===== config.mk =====
export PLATFORM = sky130hd
export DESIGN_NAME = mc16_core
export DESIGN_NICKNAME = d
export VERILOG_FILES = /design/src/rtl/mc16_pkg.sv /design/src/rtl/mc16_alu.sv /design/src/rtl/mc16_regfile.sv /design/src/rtl/mc16_ctrl.sv /design/src/rtl/mc16_core.sv
export SDC_FILE = /design/constraint.sdc
export NUM_CORES = 1
export LEC_CHECK = 0
export BUFFER_PORTS_ARGS = -buffer_cell sky130_fd_sc_hd__buf_2
export CAP_MARGIN = 20
export CORE_UTILIZATION = 50
export DETAILED_ROUTE_END_ITERATION = 12
export PLACE_DENSITY = 0.73
export RECOVER_POWER = 100
export SLEW_MARGIN = 0
export SYNTH_ARGS = -nofsm -noshare
export SYNTH_HDL_FRONTEND = slang
export SYNTH_SLANG_ARGS = --single-unit
export TNS_END_PERCENT = 20

===== constraint.sdc =====
create_clock -name clk -period 5.3 [get_ports clk]
set_input_delay 0.795 -clock clk [delete_from_list [all_inputs] [get_ports clk]]
set_output_delay 0.795 -clock clk [all_outputs]
set_load 0.02 [all_outputs]

===== src/rtl/mc16_pkg.sv =====
// mc16_pkg: shared widths, opcodes, controller states and the control word
// of the multi-cycle core. Assumes the fixed 16-bit, three-format encoding.
package mc16_pkg;
    localparam int XLEN   = 16;
    localparam int REG_N  = 8;
    localparam int REG_AW = $clog2(REG_N);
    localparam int OP_W   = 3;
    localparam int FN_W   = 4;
    localparam int OFF_W  = 7;
    localparam int TGT_W  = 13;

    localparam logic [OP_W-1:0] OPC_REG  = 3'd0;
    localparam logic [OP_W-1:0] OPC_LOAD = 3'd1;
    localparam logic [OP_W-1:0] OPC_STOR = 3'd2;
    localparam logic [OP_W-1:0] OPC_BEQ  = 3'd3;
    localparam logic [OP_W-1:0] OPC_ADDI = 3'd4;
    localparam logic [OP_W-1:0] OPC_JMP  = 3'd5;
    localparam logic [OP_W-1:0] OPC_STOP = 3'd7;
    localparam logic [FN_W-1:0] FN_LAST  = 4'd4;

    typedef enum logic [3:0] {
        ST_FETCH, ST_DECODE, ST_EXE_REG, ST_EXE_ADDI, ST_LD_ADDR,
        ST_LD_WB, ST_STORE, ST_BR_CMP, ST_BR_TAKE, ST_JUMP, ST_STOP
    } state_e;

    typedef enum logic [2:0] {ALU_ADD, ALU_SUB, ALU_AND, ALU_OR, ALU_SLT} alu_op_e;
    typedef enum logic       {ASEL_PC, ASEL_A} asel_e;
    typedef enum logic [1:0] {BSEL_B, BSEL_ONE, BSEL_OFF} bsel_e;
    typedef enum logic [1:0] {MA_PC, MA_ALU, MA_LATCH} masel_e;

    typedef struct packed {
        alu_op_e op;
        asel_e   asel;
        bsel_e   bsel;
        masel_e  masel;
        logic    pc_ld_alu;
        logic    pc_ld_tgt;
        logic    ir_ld;
        logic    ab_ld;
        logic    addr_ld;
        logic    rf_we;
        logic    dst_rd;
        logic    wb_mem;
        logic    mem_rd;
        logic    mem_wr;
        logic    stopped;
    } ctrl_t;
endpackage


===== src/rtl/mc16_alu.sv =====
// mc16_alu: the single shared ALU. Add, subtract, and, or and signed
// set-less-than, plus a zero flag. Purely combinational.
module mc16_alu #(
    parameter int W = 16
) (
    input  logic [W-1:0]     a,
    input  logic [W-1:0]     b,
    input  mc16_pkg::alu_op_e op,
    output logic [W-1:0]     y,
    output logic             zero
);
    import mc16_pkg::*;

    // Operation select.
    always_comb begin
        case (op)
            ALU_ADD: y = a + b;
            ALU_SUB: y = a - b;
            ALU_AND: y = a & b;
            ALU_OR:  y = a | b;
            ALU_SLT: y = {{(W-1){1'b0}}, ($signed(a) < $signed(b))};
            default: y = '0;
        endcase
    end

    assign zero = (y == '0);
endmodule


===== src/rtl/mc16_regfile.sv =====
// mc16_regfile: N general registers with two combinational read ports and one
// synchronous write port. All registers clear on reset; r0 is writable.
module mc16_regfile #(
    parameter int W = 16,
    parameter int N = 8,
    localparam int AW = $clog2(N)
) (
    input  logic          clk,
    input  logic          rst_n,
    input  logic          we,
    input  logic [AW-1:0] waddr,
    input  logic [W-1:0]  wdata,
    input  logic [AW-1:0] raddr_a,
    input  logic [AW-1:0] raddr_b,
    output logic [W-1:0]  rdata_a,
    output logic [W-1:0]  rdata_b
);
    logic [W-1:0] regs [N];

    for (genvar g = 0; g < N; g++) begin : g_reg
        // Storage for register g.
        always_ff @(posedge clk) begin
            if (!rst_n)
                regs[g] <= '0;
            else if (we && waddr == AW'(g))
                regs[g] <= wdata;
        end
    end

    assign rdata_a = regs[raddr_a];
    assign rdata_b = regs[raddr_b];
endmodule


===== src/rtl/mc16_ctrl.sv =====
// mc16_ctrl: Moore control sequencer. Fetch, decode, then an execute
// sequence chosen from op and fn. Outputs depend only on the state; only the
// next-state choice after a branch compare looks at the ALU zero flag.
module mc16_ctrl
    import mc16_pkg::*;
(
    input  logic            clk,
    input  logic            rst_n,
    input  logic [OP_W-1:0] op,
    input  logic [FN_W-1:0] fn,
    input  logic            alu_zero,
    output ctrl_t           ctl
);
    state_e state_q, state_d;

    // State register; reset returns to fetch.
    always_ff @(posedge clk) begin
        if (!rst_n) state_q <= ST_FETCH;
        else        state_q <= state_d;
    end

    // Next-state selection.
    always_comb begin
        state_d = ST_FETCH;
        case (state_q)
            ST_FETCH:  state_d = ST_DECODE;
            ST_DECODE: begin
                case (op)
                    OPC_REG:  state_d = (fn <= FN_LAST) ? ST_EXE_REG : ST_FETCH;
                    OPC_LOAD: state_d = ST_LD_ADDR;
                    OPC_STOR: state_d = ST_STORE;
                    OPC_BEQ:  state_d = ST_BR_CMP;
                    OPC_ADDI: state_d = ST_EXE_ADDI;
                    OPC_JMP:  state_d = ST_JUMP;
                    OPC_STOP: state_d = ST_STOP;
                    default:  state_d = ST_FETCH;
                endcase
            end
            ST_LD_ADDR: state_d = ST_LD_WB;
            ST_BR_CMP:  state_d = alu_zero ? ST_BR_TAKE : ST_FETCH;
            ST_STOP:    state_d = ST_STOP;
            default:    state_d = ST_FETCH;
        endcase
    end

    // Control word per state.
    always_comb begin
        ctl = '0;
        ctl.op    = ALU_ADD;
        ctl.asel  = ASEL_A;
        ctl.bsel  = BSEL_OFF;
        ctl.masel = MA_PC;
        case (state_q)
            ST_FETCH: begin
                ctl.asel = ASEL_PC;  ctl.bsel = BSEL_ONE;
                ctl.mem_rd = 1'b1;   ctl.ir_ld = 1'b1;  ctl.pc_ld_alu = 1'b1;
            end
            ST_DECODE: ctl.ab_ld = 1'b1;
            ST_EXE_REG: begin
                ctl.bsel = BSEL_B;  ctl.rf_we = 1'b1;  ctl.dst_rd = 1'b1;
                case (fn)
                    4'd0:    ctl.op = ALU_ADD;
                    4'd1:    ctl.op = ALU_SUB;
                    4'd2:    ctl.op = ALU_AND;
                    4'd3:    ctl.op = ALU_OR;
                    default: ctl.op = ALU_SLT;
                endcase
            end
            ST_EXE_ADDI: ctl.rf_we = 1'b1;
            ST_LD_ADDR:  ctl.addr_ld = 1'b1;
            ST_LD_WB: begin
                ctl.masel = MA_LATCH; ctl.mem_rd = 1'b1;
                ctl.rf_we = 1'b1;     ctl.wb_mem = 1'b1;
            end
            ST_STORE: begin
                ctl.masel = MA_ALU;  ctl.mem_wr = 1'b1;
            end
            ST_BR_CMP: begin
                ctl.op = ALU_SUB;  ctl.bsel = BSEL_B;
            end
            ST_BR_TAKE: begin
                ctl.asel = ASEL_PC;  ctl.pc_ld_alu = 1'b1;
            end
            ST_JUMP: ctl.pc_ld_tgt = 1'b1;
            ST_STOP: ctl.stopped = 1'b1;
            default: ;
        endcase
    end
endmodule


===== src/rtl/mc16_core.sv =====
// mc16_core: top of the multi-cycle core. Holds PC, instruction register,
// operand latches and the load address latch, and steers the shared ALU and
// the single memory port. Assumes read data is valid combinationally.
module mc16_core (
    input  logic        clk,
    input  logic        rst_n,
    output logic [15:0] mem_addr,
    output logic [15:0] mem_wdata,
    input  logic [15:0] mem_rdata,
    output logic        mem_rd,
    output logic        mem_wr,
    output logic        halted
);
    import mc16_pkg::*;

    ctrl_t             ctl;
    logic [XLEN-1:0]   pc_q, ir_q, a_q, b_q, addr_q;
    logic [XLEN-1:0]   rf_a, rf_b, alu_a, alu_b, alu_y, wb_data;
    logic [XLEN-1:0]   off_sx, tgt_zx;
    logic              alu_zero;
    logic [REG_AW-1:0] f_rs, f_rt, f_rd, wb_reg;

    assign f_rs   = ir_q[12:10];
    assign f_rt   = ir_q[9:7];
    assign f_rd   = ir_q[6:4];
    assign off_sx = {{(XLEN-OFF_W){ir_q[OFF_W-1]}}, ir_q[OFF_W-1:0]};
    assign tgt_zx = {{(XLEN-TGT_W){1'b0}}, ir_q[TGT_W-1:0]};

    mc16_ctrl ctrl_i (
        .clk      (clk),
        .rst_n    (rst_n),
        .op       (ir_q[15:13]),
        .fn       (ir_q[3:0]),
        .alu_zero (alu_zero),
        .ctl      (ctl)
    );

    // ALU operand steering.
    always_comb begin
        alu_a = (ctl.asel == ASEL_PC) ? pc_q : a_q;
        case (ctl.bsel)
            BSEL_B:   alu_b = b_q;
            BSEL_ONE: alu_b = {{(XLEN-1){1'b0}}, 1'b1};
            default:  alu_b = off_sx;
        endcase
    end

    mc16_alu #(.W(XLEN)) alu_i (
        .a    (alu_a),
        .b    (alu_b),
        .op   (ctl.op),
        .y    (alu_y),
        .zero (alu_zero)
    );

    assign wb_reg  = ctl.dst_rd ? f_rd : f_rt;
    assign wb_data = ctl.wb_mem ? mem_rdata : alu_y;

    mc16_regfile #(.W(XLEN), .N(REG_N)) rf_i (
        .clk     (clk),
        .rst_n   (rst_n),
        .we      (ctl.rf_we),
        .waddr   (wb_reg),
        .wdata   (wb_data),
        .raddr_a (f_rs),
        .raddr_b (f_rt),
        .rdata_a (rf_a),
        .rdata_b (rf_b)
    );

    // Program counter: ALU result on fetch/branch, target on jump.
    always_ff @(posedge clk) begin
        if (!rst_n)            pc_q <= '0;
        else if (ctl.pc_ld_alu) pc_q <= alu_y;
        else if (ctl.pc_ld_tgt) pc_q <= tgt_zx;
    end

    // Instruction, operand and address latches.
    always_ff @(posedge clk) begin
        if (!rst_n) begin
            ir_q <= '0; a_q <= '0; b_q <= '0; addr_q <= '0;
        end else begin
            if (ctl.ir_ld)   ir_q   <= mem_rdata;
            if (ctl.ab_ld)   begin a_q <= rf_a; b_q <= rf_b; end
            if (ctl.addr_ld) addr_q <= alu_y;
        end
    end

    // Memory address source.
    always_comb begin
        case (ctl.masel)
            MA_ALU:   mem_addr = alu_y;
            MA_LATCH: mem_addr = addr_q;
            default:  mem_addr = pc_q;
        endcase
    end

    assign mem_wdata = b_q;
    assign mem_rd    = ctl.mem_rd;
    assign mem_wr    = ctl.mem_wr;
    assign halted    = ctl.stopped;
endmodule


-- Word-level counts from Yosys, hierarchy flattened
Memories as Yosys holds them, arrays and structs flattened. A register that Yosys moved wholly into a read port is not among the register bits.
Cells that the tools add are included.
- add/sub/neg operators: 2
- order comparisons: 2
- equality and inequality tests: 33
- mux-type cells: 60
- bitwise gates (word level): 10
- reduce and logical (&&, ||, !) cells: 22
- operators by type and width (kind ; number):
    two-way mux 16 bit ; 12
    case mux 16 bit (5 select lines) ; 1
    case mux 16 bit (2 select lines) ; 2
    two-way mux 1 bit ; 36
    case mux 4 bit (7 select lines) ; 1
    equality test 3 bit, second input constant ; 8
    case mux 4 bit (5 select lines) ; 1
    equality test 3 x 2 -> 1 bit, second input constant ; 6
    adder 16 bit ; 1
    bitwise AND 16 bit ; 1
    equality test 4 x 2 -> 1 bit, second input constant ; 4
    equality test 4 x 3 -> 1 bit, second input constant ; 4
    logical NOT 16 bit ; 1
    less-than comparator 16 bit ; 1
    bitwise OR 16 bit ; 1
    subtractor 16 bit ; 1
    equality test 4 bit, second input constant ; 3
    case mux 3 bit (4 select lines) ; 1
    equality test 3 x 1 -> 1 bit, second input constant ; 3
    logical NOT 3 bit ; 3
    equality test 4 x 1 -> 1 bit, second input constant ; 2
    logical AND 1 bit ; 8
    logical NOT 4 bit ; 2
    bitwise OR 1 bit ; 8
    13 further kinds ; 18
- flip-flop bits (word level): 52
- memory bits (writable): 128
- bits of input ports: 18
- output and inout port bits: 35
- word-level logic and storage cells: 134
- memories: 1
- memory list (name ; depth ; width ; rd ports ; clocked after memory_dff ; wr ports ; line ; source):
    rf_i.regs ; 8 ; 16 ; 2 ; 2 ; 8 ; mc16_regfile.sv:18 ; logic [W-1:0] regs [N];

-- Depth between registers and ports, before layout
- depth in word-level cells: 10
- depth in mapped cells: 19
- depth with buffers taken out: 16

-- Modules after synthesis
A second synthesis with hierarchy kept.
- cells, all modules: 1235
- area total of the unflattened synthesis: 13787.0 um^2
- modules (own cells, without submodules) (module ; times used ; cells each ; area an instance (um^2) ; sequential area each (um^2)):
    mc16_regfile ; 1 ; 431 ; 6880.3 ; 3843.7
    mc16_core ; 1 ; 408 ; 4135.2 ; 1601.5
    mc16_alu ; 1 ; 332 ; 2323.5 ; 0.0
    mc16_ctrl ; 1 ; 64 ; 447.9 ; 80.1

-- Worst setup path after synthesis
OpenSTA, ideal clock, no wires.
- path type: register -> output
- start: register ctrl_i.state_q[0]
- end: output port mem_addr[12]
- arrival time: 4531 ps
- data required time: 4505 ps
- setup slack: -26 ps
- cell stages (with the launch flop): 18
- path buffers: 3
- cells stage by stage: dfxtp_1 clkbuf_1 nor3_1 nand2b_1 clkbuf_1 nand2_1 nor2_1 a21o_1 ha_1 buf_4 a21o_1 or4_1 o32a_1 o41ai_1 a2111oi_4 a21oi_2 a22oi_1 o21ai_0
- longest elaborated chain between the ends: 8
- elaborated cells between the ends (all ways): 28
- those cells by class: add/sub: 2; eq/ne: 12; mux: 7; bitwise: 2; reduce/logical: 5
- RTL lines (what ; line ; source):
    from (decl) ; mc16_ctrl.sv:14 ; state_e state_q, state_d;
    from (signal assigned) ; mc16_ctrl.sv:19 ; else state_q <= state_d;
    equality test 4 x 3 -> 1 bit or equality test 4 x 2 -> 1 bit (tied branches) ; mc16_ctrl.sv:53 ; case (state_q)
    OR reduction 2 bit (no source line) ; n/a ;
    case mux 2 bit (2 select lines) ; mc16_ctrl.sv:53 ;
    equality test 2 x 1 -> 1 bit or logical NOT 2 bit (tied branches) ; mc16_core.sv:41 ; case (ctl.bsel)
    case mux 16 bit (2 select lines) ; mc16_core.sv:41 ;
    subtractor 16 bit, or another cell as far along ; mc16_alu.sv:18 ; ALU_SUB: y = a - b;
    case mux 16 bit (5 select lines) ; mc16_alu.sv:16 ; case (op)
    case mux 16 bit (2 select lines) * ; mc16_core.sv:91 ; case (ctl.masel)
    to (decl) ; mc16_core.sv:7 ; output logic [15:0] mem_addr,
Mark *: on every way between the ends. The rest lies on a longest branch, timed or not.

-- Worst setup path in the final report
- start: register ctrl_i.state_q[2]
- end: output port mem_addr[12]
Same word-level chain as after synthesis.

==> run_results.csv <==
group,metric,value,unit
clock_network,clk_latency,0.53,ns
critical_path,worst-path-buf-inv,3,
timing,postLayoutSetupSlackWorst,0.0801,ns
route,wl,40300,um
logic_synthesis,synthCells,1275,
clock_network,clkTransAtPathRegs,0.06,ns
timing,relSlewSlack,26.7,%
timing,drv_slew,0,
clock_network,cts_buffer_depth,3,
critical_path,crit_slowest_cell,"a2111o_1",
pwr,comb_power_share,49.9,%
logic_synthesis,ys_warn_count,0,
floorplanning,die_y,163,um
pwr,max-vdd-ir-drop,0.000291,V
pwr,p_switching,3.28,mW
grt,grt_usage,30.3,%
clock_network,cts_buffers,23,
logic_synthesis,synth_cell_types,82,
cells_and_area,nFillCells,2118,
route,routed_via_density,6.41,
critical_path,regToRegSetupSlack,0.81,ns
placed_design,numPortBuffers,52,
critical_path,endpoint,"mem_addr[12]",
pwr,p_seq_share,28.7,%
cells_and_area,nNetsFinal,1391,
grt,grt_pass1_wl,59500,um
route,dr.pass1.iters,8,
clock_network,tritoncts,"yes",
placed_design,gp_congestion,0.959,
critical_path,startpoint,"ctrl_i.state_q[2]",
critical_path,cp_max_fo,9,
route,drc_errors,0,
job,maxCapViolCount,0,
grt,grt_overflow_total,0,
floorplanning,core,25300,um^2
grt,first_global_vias,9996,
placed_design,dp.cells,1617,
outcome,status,"finished clean",
critical_path,arrival,4.42,ns
route,drtAntennaViolNets,0,
timing,hold_violations,0,
logic_synthesis,ys_seq_elements,212,
timing,setup_violations,0,
grt,grt_max_degree,50,
timing,rsz0062_at_grt,"yes",
logic_synthesis,synth-edff-count,128,
timing,finalClockSkew,0.0235,ns
timing,holdWs,0.496,ns
route,drt_iter0_markers,1280,
logic_synthesis,syn-num-nets,1345,
logic_synthesis,yosysMostFrequentCell,"nor2_1",
critical_path,crit_chain,"buf_4, nor3_4, nand2b_2, nand2_2, nor2_4, a21o_1, inv_1, ha_1, or2_1, a2111o_1, a311o_1, a211o_4, o22a_2, a21oi_4, a22oi_1, o21ai_1, buf_2",
critical_path,crit_path_max_incr_delay,0.41,ns
pwr,p_per_area,518,nW/um^2
logic_synthesis,synthTopCellsByArea,"edfxtp_1 (30%), dfxtp_1 (13%), mux4_2 (11%)",
grt,antenna_found_initial,0,
logic_synthesis,synthFlopType,"edfxtp_1",
min_path,hold_class,"reg2reg",
cells_and_area,final_cells,1668,
critical_path,rr_worst_depth,17,
pwr,swShare,42.8,%
logic_synthesis,synth_area,13000,um^2
critical_path,critPathKind,"reg2out",
logic_synthesis,synth_area_per_cell,10.2,um^2
critical_path,rr_endpoint,"rf_i.regs[0][14]",
clock_network,ctsHoldBuffers,0,
clock_network,ctsHtreeMaxLevel,1,
logic_synthesis,synth_common_cells,"nor2_1 (195), nand2_1 (171), edfxtp_1 (128), dfxtp_1 (84), clkbuf_1 (68)",
logic_synthesis,async_flop_share,0,%
clock_network,root_buffer,"clkbuf_16",
cells_and_area,layout-drive-gt1-share,21.7,%
cells_and_area,antenna_cells,0,
floorplanning,initial_core_util,51.2,%
floorplanning,ioPinCount,53,
timing,finalCriticalPeriod,5.22,ns
floorplanning,dieArea,26600,um^2
logic_synthesis,synth_top_cell_by_area,"edfxtp_1",
route,wl_per_cell,24.1,um
floorplanning,rows,58,
critical_path,crit_required,4.51,ns
route,vias,10696,
critical_path,path_depth,17,
critical_path,critical_path.top_delay_family,"compound AO/OA/AOI/OAI gates",
timing,fmax,0.192,GHz
placed_design,dp.final_hpwl,27700,um
timing,tightest_slew,1.10,ns
cells_and_area,area_growth_syn_to_layout,13.8,%
pwr,clkPwrFrac,21.4,%
placed_design,dp_slack,0.257,ns
timing,fin_crit_sh,98.5,%
pwr,internal-power,4.37,mW
critical_path,rr_startpoint,"ctrl_i.state_q[1]",
pwr,p_leak,5.98,nW
critical_path,start_kind,"register",
logic_synthesis,synth_top_area_share,29.6,%
logic_synthesis,ys_seq_area_share,42.6,%
floorplanning,die_w,163,um
clock_network,cts_sinks,212,
critical_path,end_kind,"output pin",
-- per-stage QoR --
step / utilization, % / total power [mW] / setup TNS [ns] / area [um^2]
after floorplan: - / 4.52 / 0 / 13000
after global placement: 53.9 / 5.65 / 0 / 13600
after detailed placement: 54.0 / 5.70 / 0 / 13700
after CTS: 57.3 / 7.36 / -0.0414 / 14500
after global routing: 58.3 / 8.02 / -0.265 / 14800
final: 58.3 / 7.65 / 0 / 14800
-- cells in the final DEF, fill, tap and decap left out, types with 37 or more instances in the layout --
cell type,instances
o21ai_0,39
buf_4,60
ha_1,44
edfxtp_1,128
mux2i_1,47
buf_2,50
dfxtp_1,80
nor2_1,192
o211a_1,37
mux4_2,64
inv_1,48
nand2_1,169
-- per-layer routing --
| layer | part of all wire, % | vias to the layer above | GRT usage [%] |
|---|---|---|---|
| met5 | 0 | - | 0 |
| li1 | - | 4755 | - |
| met1 | 40 | 5216 | 42.3 |
| met3 | 11 | 85 | 4.49 |
| met2 | 46 | 640 | 47.3 |
| met4 | 3.6 | 0 | 12.0 |
-- repair_timing --
action	in CTS	in global routing
setup buffers	2	6
cloned	0	0
pin swaps	2	15
endpoints found under the setup margin	8	13
hold endpoints to repair	0	0
gates resized for setup	14	48
-- power groups by stage --
| stage | combinational, mW | clock, mW | sequential [mW] |
|---|---|---|---|
| 6_report | 3.82 | 1.63 | 2.20 |
| 2_1_floorplan | 2.37 | 0 | 2.15 |
| 5_1_grt | 4.11 | 1.70 | 2.21 |
| 3_3_place_gp | 3.45 | 0 | 2.21 |
| 3_5_place_dp | 3.48 | 0 | 2.21 |
| 4_1_cts | 3.54 | 1.64 | 2.18 |
-- logic make-up after synthesis --
family                     Yosys count  share of synthesized area (%)
xor gates and xnor gates             3                          0.202
buffers and inverters              142                           4.62
and+or+nand+nor                    463                           15.6
adders and majority gates           52                           5.13
AOI/OAI and AO/OA                  285                           16.3
muxes                              118                           15.5
DFF                                212                           42.6
-- layout make-up --
type	count	area, um^2	area share [%]
clock buffers	26	587	3.97
clock inverters	16	180	1.22
repair buffers	115	774	5.24
inverters	48	180	1.22
well taps	330	413	2.80
flip-flops and latches	212	5530	37.5
multi-input cells	921	7100	48.1
-- worst register-to-register path, stage by stage, from the launching register on --
cell	delay, ns
dfxtp_1	0.32
buf_4	0.18
or3_4	0.46
buf_12	0.16
buf_4	0.16
nand2_1	0.07
nand2_1	0.13
ha_2	0.24
or4_1	0.51
o32a_1	0.43
a31oi_2	0.24
o21bai_2	0.10
nor4_2	0.27
o22ai_2	0.11
buf_4	0.15
buf_4	0.15
mux2i_2	0.44
nor2_1	0.10
-- flip-flops by register name, indices dropped and copies added (netlist names) --
register        count
pc_q               16
addr_q             16
rf_i.regs         128
ir_q               16
a_q                16
mem_wdata          16
ctrl_i.state_q      4
-- worst min-delay path by stage --
stage / from / to / slack, ns / cells after the start
after global routing: addr_q[2] / addr_q[2] / 0.51 / 1
final: addr_q[9] / addr_q[9] / 0.50 / 2
after floorplan: ir_q[4] / ir_q[4] / 0.47 / 2
after detailed placement: a_q[13] / a_q[13] / 0.49 / 1
after CTS: addr_q[9] / addr_q[9] / 0.49 / 2
after global placement: addr_q[8] / addr_q[8] / 0.49 / 2
(Power assumes the default switching activity.)
